### src/rtl/mbc_pkg.sv
package mbc_pkg;

  typedef enum logic [1:0] {
    KIND_MISS   = 2'd0,
    KIND_WRITE  = 2'd1,
    KIND_UNC_RD = 2'd2,
    KIND_NONE   = 2'd3
  } alloc_kind_e;

  localparam int NUM_BUFS   = 2;
  localparam int BUF_MISS   = 0;
  localparam int BUF_WBUF   = 1;
  localparam int NUM_CAUSES = 3;
  localparam int CAUSE_TGT  = 2;

  localparam logic [1:0] REQ_PREFETCH = 2'd2;

endpackage

### src/rtl/mbc_occ_tracker.sv
module mbc_occ_tracker #(
  parameter int DEPTH = 4,
  parameter int OW    = 3
) (
  input  logic          clk,
  input  logic          rst_n,
  input  logic          alloc_req,
  input  logic          svc_req,
  output logic          accept,
  output logic          full_set,
  output logic          full_clr,
  output logic [OW-1:0] occ
);

  localparam logic [OW-1:0] DEPTH_V = OW'(DEPTH);

  logic [OW-1:0] occ_q;
  logic [OW-1:0] occ_d;
  logic          svc_eff;
  logic          full_now;
  logic          full_next;

  function automatic logic [OW-1:0] net_occ(logic [OW-1:0] cur, logic inc, logic dec);
    return cur + OW'(inc) - OW'(dec);
  endfunction

  assign svc_eff   = svc_req && (occ_q != '0);
  assign accept    = alloc_req && ((occ_q < DEPTH_V) || svc_eff);
  assign occ_d     = net_occ(occ_q, accept, svc_eff);
  assign full_now  = (occ_q == DEPTH_V);
  assign full_next = (occ_d == DEPTH_V);
  assign full_set  = !full_now && full_next;
  assign full_clr  = full_now && !full_next;
  assign occ       = occ_q;

  always_ff @(posedge clk) begin
    if (!rst_n) occ_q <= '0;
    else        occ_q <= occ_d;
  end

endmodule

### src/rtl/mbc_block_stats.sv
module mbc_block_stats #(
  parameter int NC     = 3,
  parameter int STAT_W = 32
) (
  input  logic                 clk,
  input  logic                 rst_n,
  input  logic [NC-1:0]        set_vec,
  input  logic [NC-1:0]        clr_vec,
  output logic [NC-1:0]        mask,
  output logic                 blocked,
  output logic                 start_ev,
  output logic                 end_ev,
  output logic [NC*STAT_W-1:0] events_flat,
  output logic [NC*STAT_W-1:0] cycles_flat
);

  logic [NC-1:0]     mask_q;
  logic [NC-1:0]     mask_d;
  logic              blocked_q;
  logic [STAT_W-1:0] now_q;
  logic [STAT_W-1:0] start_q;
  logic [STAT_W-1:0] evt_q [NC];
  logic [STAT_W-1:0] cyc_q [NC];
  int unsigned       last_idx;

  function automatic int unsigned top_cause(logic [NC-1:0] v);
    int unsigned r;
    r = 0;
    for (int i = 0; i < NC; i++) if (v[i]) r = i;
    return r;
  endfunction

  function automatic logic [STAT_W-1:0] elapsed(logic [STAT_W-1:0] now, logic [STAT_W-1:0] from);
    return now - from;
  endfunction

  assign mask_d   = (mask_q & ~clr_vec) | set_vec;
  assign start_ev = (mask_q == '0) && (mask_d != '0);
  assign end_ev   = (mask_q != '0) && (mask_d == '0);
  assign last_idx = top_cause(clr_vec & mask_q);

  always_ff @(posedge clk) begin
    if (!rst_n) begin
      mask_q    <= '0;
      blocked_q <= 1'b0;
      now_q     <= '0;
      start_q   <= '0;
      for (int c = 0; c < NC; c++) begin
        evt_q[c] <= '0;
        cyc_q[c] <= '0;
      end
    end else begin
      now_q     <= now_q + 1'b1;
      mask_q    <= mask_d;
      blocked_q <= (mask_d != '0);
      if (start_ev) start_q <= now_q;
      for (int c = 0; c < NC; c++) begin
        if (start_ev && set_vec[c]) evt_q[c] <= evt_q[c] + 1'b1;
        if (end_ev && (last_idx == c)) cyc_q[c] <= cyc_q[c] + elapsed(now_q, start_q);
      end
    end
  end

  assign mask    = mask_q;
  assign blocked = blocked_q;

  for (genvar g = 0; g < NC; g++) begin : g_flat
    assign events_flat[g*STAT_W +: STAT_W] = evt_q[g];
    assign cycles_flat[g*STAT_W +: STAT_W] = cyc_q[g];
  end

endmodule

### src/rtl/mbc_miss_limit.sv
module mbc_miss_limit #(
  parameter int LIMIT_W = 16
) (
  input  logic               clk,
  input  logic               rst_n,
  input  logic               load,
  input  logic [LIMIT_W-1:0] load_val,
  input  logic               miss_ev,
  output logic               halt
);

  logic [LIMIT_W-1:0] cnt_q;
  logic               halt_q;

  always_ff @(posedge clk) begin
    if (!rst_n) begin
      cnt_q  <= '0;
      halt_q <= 1'b0;
    end else begin
      halt_q <= 1'b0;
      if (load) begin
        cnt_q <= load_val;
      end else if (miss_ev && (cnt_q != '0)) begin
        cnt_q <= cnt_q - 1'b1;
        if (cnt_q == LIMIT_W'(1)) halt_q <= 1'b1;
      end
    end
  end

  assign halt = halt_q;

endmodule

### src/rtl/mbc_ctrl.sv
module mbc_ctrl
  import mbc_pkg::*;
#(
  parameter int MISS_DEPTH = 4,
  parameter int WBUF_DEPTH = 2,
  parameter int BLK_BYTES  = 64,
  parameter int ADDR_W     = 32,
  parameter int SIZE_W     = 8,
  parameter int ORDER_W    = 16,
  parameter int STAT_W     = 32,
  parameter int LIMIT_W    = 16,
  localparam int MAX_DEPTH = (MISS_DEPTH > WBUF_DEPTH) ? MISS_DEPTH : WBUF_DEPTH,
  localparam int OCC_W     = $clog2(MAX_DEPTH + 1)
) (
  input  logic                         clk,
  input  logic                         rst_n,
  input  logic                         alloc_valid,
  input  logic [1:0]                   alloc_kind,
  input  logic [ADDR_W-1:0]            alloc_addr,
  input  logic [SIZE_W-1:0]            alloc_size,
  input  logic                         alloc_bus_req,
  input  logic                         svc_miss,
  input  logic                         svc_wbuf,
  input  logic                         tgt_set,
  input  logic                         tgt_clr,
  input  logic                         pf_req,
  input  logic                         retry_wait,
  input  logic                         limit_load,
  input  logic [LIMIT_W-1:0]           limit_value,
  output logic                         out_valid,
  output logic                         out_buf,
  output logic [ADDR_W-1:0]            out_addr,
  output logic [SIZE_W-1:0]            out_size,
  output logic [ORDER_W-1:0]           out_tag,
  output logic [1:0]                   out_kind,
  output logic                         bus_req,
  output logic [1:0]                   bus_cause,
  output logic                         cpu_blocked,
  output logic [NUM_CAUSES-1:0]        block_mask,
  output logic [OCC_W-1:0]             miss_occ,
  output logic [OCC_W-1:0]             wbuf_occ,
  output logic [NUM_CAUSES*STAT_W-1:0] blk_events,
  output logic [NUM_CAUSES*STAT_W-1:0] blk_cycles,
  output logic                         halt_pulse
);

  localparam logic [ADDR_W-1:0] BLK_LOW  = ADDR_W'(BLK_BYTES - 1);
  localparam logic [SIZE_W-1:0] BLK_SIZE = SIZE_W'(BLK_BYTES);

  alloc_kind_e         kind;
  logic                kind_ok;
  logic                alloc_buf;
  logic [NUM_BUFS-1:0] buf_alloc;
  logic [NUM_BUFS-1:0] buf_svc;
  logic [NUM_BUFS-1:0] buf_accept;
  logic [NUM_BUFS-1:0] buf_full_set;
  logic [NUM_BUFS-1:0] buf_full_clr;
  logic [OCC_W-1:0]    buf_occ [NUM_BUFS];
  logic                accepted;
  logic                miss_ev;
  logic                blk_start_ev;
  logic                blk_end_ev;
  logic [NUM_CAUSES-1:0] cause_set;
  logic [NUM_CAUSES-1:0] cause_clr;

  logic                out_valid_q;
  logic                out_buf_q;
  logic [ADDR_W-1:0]   out_addr_q;
  logic [SIZE_W-1:0]   out_size_q;
  logic [ORDER_W-1:0]  out_tag_q;
  logic [1:0]          out_kind_q;
  logic [ORDER_W-1:0]  order_q;
  logic                bus_req_q;
  logic [1:0]          bus_cause_q;

  function automatic logic [ADDR_W-1:0] shape_addr(alloc_kind_e k, logic [ADDR_W-1:0] a);
    return (k == KIND_MISS) ? (a & ~BLK_LOW) : a;
  endfunction

  function automatic logic [SIZE_W-1:0] shape_size(alloc_kind_e k, logic [SIZE_W-1:0] s);
    return (k == KIND_MISS) ? BLK_SIZE : s;
  endfunction

  function automatic logic buf_of(alloc_kind_e k);
    return (k == KIND_WRITE) ? 1'b1 : 1'b0;
  endfunction

  assign kind      = alloc_kind_e'(alloc_kind);
  assign kind_ok   = alloc_valid && (kind != KIND_NONE);
  assign alloc_buf = buf_of(kind);
  assign buf_svc   = {svc_wbuf, svc_miss};

  for (genvar b = 0; b < NUM_BUFS; b++) begin : g_buf
    localparam int DEPTH_B = (b == BUF_MISS) ? MISS_DEPTH : WBUF_DEPTH;
    assign buf_alloc[b] = kind_ok && (alloc_buf == b[0]);
    mbc_occ_tracker #(
      .DEPTH (DEPTH_B),
      .OW    (OCC_W)
    ) u_occ (
      .clk       (clk),
      .rst_n     (rst_n),
      .alloc_req (buf_alloc[b]),
      .svc_req   (buf_svc[b]),
      .accept    (buf_accept[b]),
      .full_set  (buf_full_set[b]),
      .full_clr  (buf_full_clr[b]),
      .occ       (buf_occ[b])
    );
  end

  assign accepted  = |buf_accept;
  assign miss_ev   = buf_accept[BUF_MISS] && (kind == KIND_MISS);
  assign cause_set = {tgt_set, buf_full_set};
  assign cause_clr = {tgt_clr, buf_full_clr};

  mbc_block_stats #(
    .NC     (NUM_CAUSES),
    .STAT_W (STAT_W)
  ) u_stats (
    .clk         (clk),
    .rst_n       (rst_n),
    .set_vec     (cause_set),
    .clr_vec     (cause_clr),
    .mask        (block_mask),
    .blocked     (cpu_blocked),
    .start_ev    (blk_start_ev),
    .end_ev      (blk_end_ev),
    .events_flat (blk_events),
    .cycles_flat (blk_cycles)
  );

  mbc_miss_limit #(
    .LIMIT_W (LIMIT_W)
  ) u_limit (
    .clk      (clk),
    .rst_n    (rst_n),
    .load     (limit_load),
    .load_val (limit_value),
    .miss_ev  (miss_ev),
    .halt     (halt_pulse)
  );

  always_ff @(posedge clk) begin
    if (!rst_n) begin
      out_valid_q <= 1'b0;
      out_buf_q   <= 1'b0;
      out_addr_q  <= '0;
      out_size_q  <= '0;
      out_tag_q   <= '0;
      out_kind_q  <= KIND_MISS;
      order_q     <= '0;
    end else begin
      out_valid_q <= accepted;
      if (accepted) begin
        out_buf_q  <= alloc_buf;
        out_addr_q <= shape_addr(kind, alloc_addr);
        out_size_q <= shape_size(kind, alloc_size);
        out_tag_q  <= order_q;
        out_kind_q <= kind;
        order_q    <= order_q + 1'b1;
      end
    end
  end

  always_ff @(posedge clk) begin
    if (!rst_n) begin
      bus_req_q   <= 1'b0;
      bus_cause_q <= '0;
    end else begin
      bus_req_q <= 1'b0;
      if (!retry_wait) begin
        if (accepted && alloc_bus_req) begin
          bus_req_q   <= 1'b1;
          bus_cause_q <= {1'b0, alloc_buf};
        end else if (pf_req) begin
          bus_req_q   <= 1'b1;
          bus_cause_q <= REQ_PREFETCH;
        end
      end
    end
  end

  assign out_valid = out_valid_q;
  assign out_buf   = out_buf_q;
  assign out_addr  = out_addr_q;
  assign out_size  = out_size_q;
  assign out_tag   = out_tag_q;
  assign out_kind  = out_kind_q;
  assign bus_req   = bus_req_q;
  assign bus_cause = bus_cause_q;
  assign miss_occ  = buf_occ[BUF_MISS];
  assign wbuf_occ  = buf_occ[BUF_WBUF];

endmodule

### config.mk
export PLATFORM = sky130hd
export DESIGN_NAME = mbc_ctrl
export DESIGN_NICKNAME = d
export VERILOG_FILES = /design/src/rtl/mbc_pkg.sv /design/src/rtl/mbc_occ_tracker.sv /design/src/rtl/mbc_block_stats.sv /design/src/rtl/mbc_miss_limit.sv /design/src/rtl/mbc_ctrl.sv
export SDC_FILE = /design/constraint.sdc
export NUM_CORES = 1
export LEC_CHECK = 0
export ABC_AREA = 1
export BUFFER_PORTS_ARGS = -buffer_cell sky130_fd_sc_hd__clkbuf_2
export CAP_MARGIN = 40
export CORE_MARGIN = 2
export CORE_UTILIZATION = 40
export DETAILED_ROUTE_END_ITERATION = 12
export GPL_TIMING_DRIVEN = 1
export SLEW_MARGIN = 20
export SYNTH_ARGS = -nofsm -noshare
export SYNTH_HDL_FRONTEND = slang
export SYNTH_SLANG_ARGS = --single-unit
### constraint.sdc
create_clock -name clk -period 13.4 [get_ports clk]
set_clock_uncertainty 0.15 [all_clocks]
set_input_delay 2.68 -clock clk [delete_from_list [all_inputs] [get_ports clk]]
set_output_delay 2.68 -clock clk [all_outputs]
set_load 0.01 [all_outputs]
==> results by group <==
Detailed routing
  • Post-DRT Antenna Nets: 0
  • Via Count: around 22000
  • DR iter-0 viols: around 1300
  • Drt total wl: approximately 72000 um
  • Residual DRC: 0
  • DR vias/cell: roughly 5.1
  • Routed length per placed instance: around 17 um
  • Drt pass-1 iters: 8

STA
  • Final setup fails: 0
  • Clock period minus worst slack: approximately 6.4 ns
  • Final Cycle Share: approximately half
  • Worst slew margin: a little over two fifths
  • FMAX: ~0.16 GHz
  • Slew Viols, Final: 0
  • Final hold vios: 0
  • Worst Max-Slew Pin Slew: roughly 0.86 ns
  • Final WS setup: a little under 7 ns
  • Fin Setup TNS: 0 ns
  • RSZ-0062 raised after global routing: no

Clock tree
  • Hold_buf cts: 0
  • Clk sink count: roughly 360
  • Clock root buffer master: clkbuf_16
  • Post_cts resized: 0
  • H-tree depth: 2
  • Clk buf depth: 3
  • Post-CTS Setup Inserts: 0
  • Clock slew seen by the registers of the worst setup and hold paths: 0.06 ns
  • CTS tree: yes
  • Inserted Clock Buffers: 44
  • Clk_lat worst skew: 0.61 ns

Layout
  • Post-route cell area: approximately 0.028 mm2
  • Fillers: 6010
  • Util after Layout: 47.37%
  • Syn-to-layout area delta: 17.73%
  • Register area: around 0.0092 mm2
  • Share of cells above drive strength 1: 13.98%
  • Ant diodes: 0
  • Area taken by multi-input logic gates: 0.01280 mm2
  • Fin nets: 3743

Logic synthesis
  • Most common cell in the netlist: nand2_1
  • Ys async rst share: 0%
  • Largest family of logic cells by synthesized area: simple AND/OR/NAND/NOR gates
  • Post-Synth XOR/XNOR Area: approximately 4.6%
  • Compound-gate portion of the synthesized area: ~13%
  • Synthesized netlist cell count: around 3200
  • Synth top area share: roughly 24%
  • Mapped Area: about 0.024 mm2
  • Commonest cells post-synth: nand2_1, nor2_1, inv_1
  • Post-synthesis mux area share: 0%
  • Register area share after synthesis: slightly below 40%
  • Simple-Gate Fraction of Synth Area: 28.68%
  • Top FF cell, synth: edfxtp_1
  • Synth Area in Adders: 7.980%
  • Yosys Warn Count: 0
  • Synth cell types: 56
  • Net count after synthesis: between 3000 and 4000
  • Post-synthesis area per instance: 7.404 um2
  • Post-synth EDFFs: 192
  • Synth area leader: edfxtp_1
  • Number of synthesized register bits: about 360
  • Largest cells by area after synthesis: edfxtp_1, dfxtp_1, nand2_1, nor2_1, ha_1

Place
  • DP HPWL: roughly 56000 um
  • IO buf count: 334
  • Placer Congestion: about 0.9
  • Placed Area: 0.02622 mm2
  • Pre-CTS setup slack: roughly 6.3 ns

Hold path
  • HP Class: reg -> reg
  • Hold Path Stages: 2
  • Hold path endpoint: out_size[0]$_SDFFE_PN0N_
  • Hold path startpoint: out_size[0]$_SDFFE_PN0N_

Setup path
  • Critical register-to-register path startpoint: u_stats.now_q[0]$_SDFF_PN0_
  • CP Class: in -> reg
  • R2R setup slack: between 8 and 9 ns
  • Worst Path Required: approximately 13 ns
  • WP data arrival: between 6 and 7 ns
  • CP endpoint kind: flip-flop
  • Crit-path max FO: 63
  • Worst-case reg-to-reg path depth: 18
  • Worst r2r dst: u_stats.cyc_q[0][63]$_SDFFCE_PP0P_
  • Setup crit start kind: primary input
  • Crit. Startpoint: alloc_kind[0]

Pwr
  • Pwr Density: roughly 250 mW/mm2
  • Pleak: 12.48 nW
  • VDD IR-drop max: roughly 0.19 mV

GRT
  • Largest net degree at the start of global routing: slightly above 80
  • Initial antenna violation count: 0
  • GRT Total Usage: between 20 and 25%
  • First-pass GRT wire length: 111700 um
  • Total grt overflow: 0
  • Number of global-route vias before repair: ~21000

Floorplan
  • Die boundary width: around 250 um
  • Total I/O pin count: 335
  • Vert. Die Dim: 247.0 um
  • Initial core utilization: about two fifths
  • Core area: 0.05869 mm2
  • Row count: 89
  • Die area: ~0.061 mm2

Outcome
  • Outcome: completed

Run
  • Max cap viols: 0
-- kinds of logic after synthesis --
group	count (synthesis)
compound gates	552
xor+xnor	124
fa+ha+maj	147
buf+inv	434
flops	362
simple gates	1570
-- critical path: stages --
cell and delay (ns):
clkbuf_2 0.09, inv_1 0.06, nand2_1 0.05, a21oi_1 0.33
inv_1 0.09, ha_1 0.28, inv_1 0.07, ha_1 0.15
inv_1 0.05, fa_1 0.37, xor2_1 0.16, xor2_1 0.17
nand4_1 0.12, nand2_1 0.08, nand2_2 0.09, nand2_4 0.08
nor2_4 0.45, inv_2 0.11, buf_4 0.35, o21ai_4 0.22
buf_4 0.44
-- routing by layer --
metal  track usage [%]  up-vias  wire length [um]
li1                  -    11340                 -
met5                 0        -                 0
met4             8.558        0              2613
met3             4.916      139              4745
met1             29.91    10020             31840
met2             37.56      574             32940
-- flip-flops by register name (all words and copies together) (netlist names) --
signal / flops
u_stats.now_q: 32
out_addr: 32
out_tag: 16
bus_req: 1
g_buf.u_occ.occ: 6
u_stats.blocked: 1
order_q: 16
u_stats.evt_q: 96
out_kind: 2
u_limit.halt: 1
out_buf: 1
u_limit.cnt_q: 16
bus_cause: 2
u_stats.cyc_q: 96
u_stats.mask: 3
out_valid: 1
out_size: 8
u_stats.start_q: 32
-- power by group --
group / internal [W] / total (W) / switching (W)
Sequential: 0.00145 / 0.00166 / 0.000214
Combinational: 0.00136 / 0.00415 / 0.00279
Clock: 0.000765 / 0.00128 / 0.000511
-- layout by cell type (no fill, tap or decap), types with 13 or more instances in the layout --
cell type / count
nor2_1: 534
a21oi_1: 268
clkbuf_16: 45
nand3_1: 164
clkbuf_2: 333
nor4_1: 29
nor2_2: 16
nor3b_1: 25
a31oi_1: 14
xnor2_1: 32
nand2_1: 618
inv_1: 365
nor3_1: 82
o21ai_1: 31
o21bai_1: 20
a21o_1: 28
dfxtp_1: 170
ha_1: 141
nand4_1: 42
buf_4: 13
xor2_1: 92
o21ai_0: 148
or2_2: 25
edfxtp_1: 192
-- final cells by class --
type | instances | area share (%)
clock buffer | 65 | 4.609
tap | 773 | 3.479
multi-input combinational | 2393 | 46.06
timing repair buffer | 351 | 6.815
clock inverter | 17 | 0.9812
sequential | 362 | 32.98
inverter | 375 | 5.073
-- metrics by stage --
step	std cells	hold WS, ns	power (W)
floorplan	3189	0.2883	0.004605
global placement	4246	0.3090	0.005752
detailed placement	4253	0.3111	0.005779
CTS	4335	0.3203	0.007083
global route	4336	0.3425	0.007728
finish	4336	0.3229	0.007088
-- worst max path at each step --
stage | to | cells past startpoint
3_5_place_dp | u_stats.cyc_q[0][70]$_SDFFCE_PP0P_ | 21
3_3_place_gp | u_stats.cyc_q[0][70]$_SDFFCE_PP0P_ | 21
6_report | u_stats.cyc_q[0][80]$_SDFFCE_PP0P_ | 21
5_1_grt | u_stats.cyc_q[0][74]$_SDFFCE_PP0P_ | 21
4_1_cts | u_stats.cyc_q[0][70]$_SDFFCE_PP0P_ | 21
2_1_floorplan | u_stats.cyc_q[0][0]$_SDFFCE_PP0P_ | 18
No activity file was read; power rests on OpenSTA's default activity.
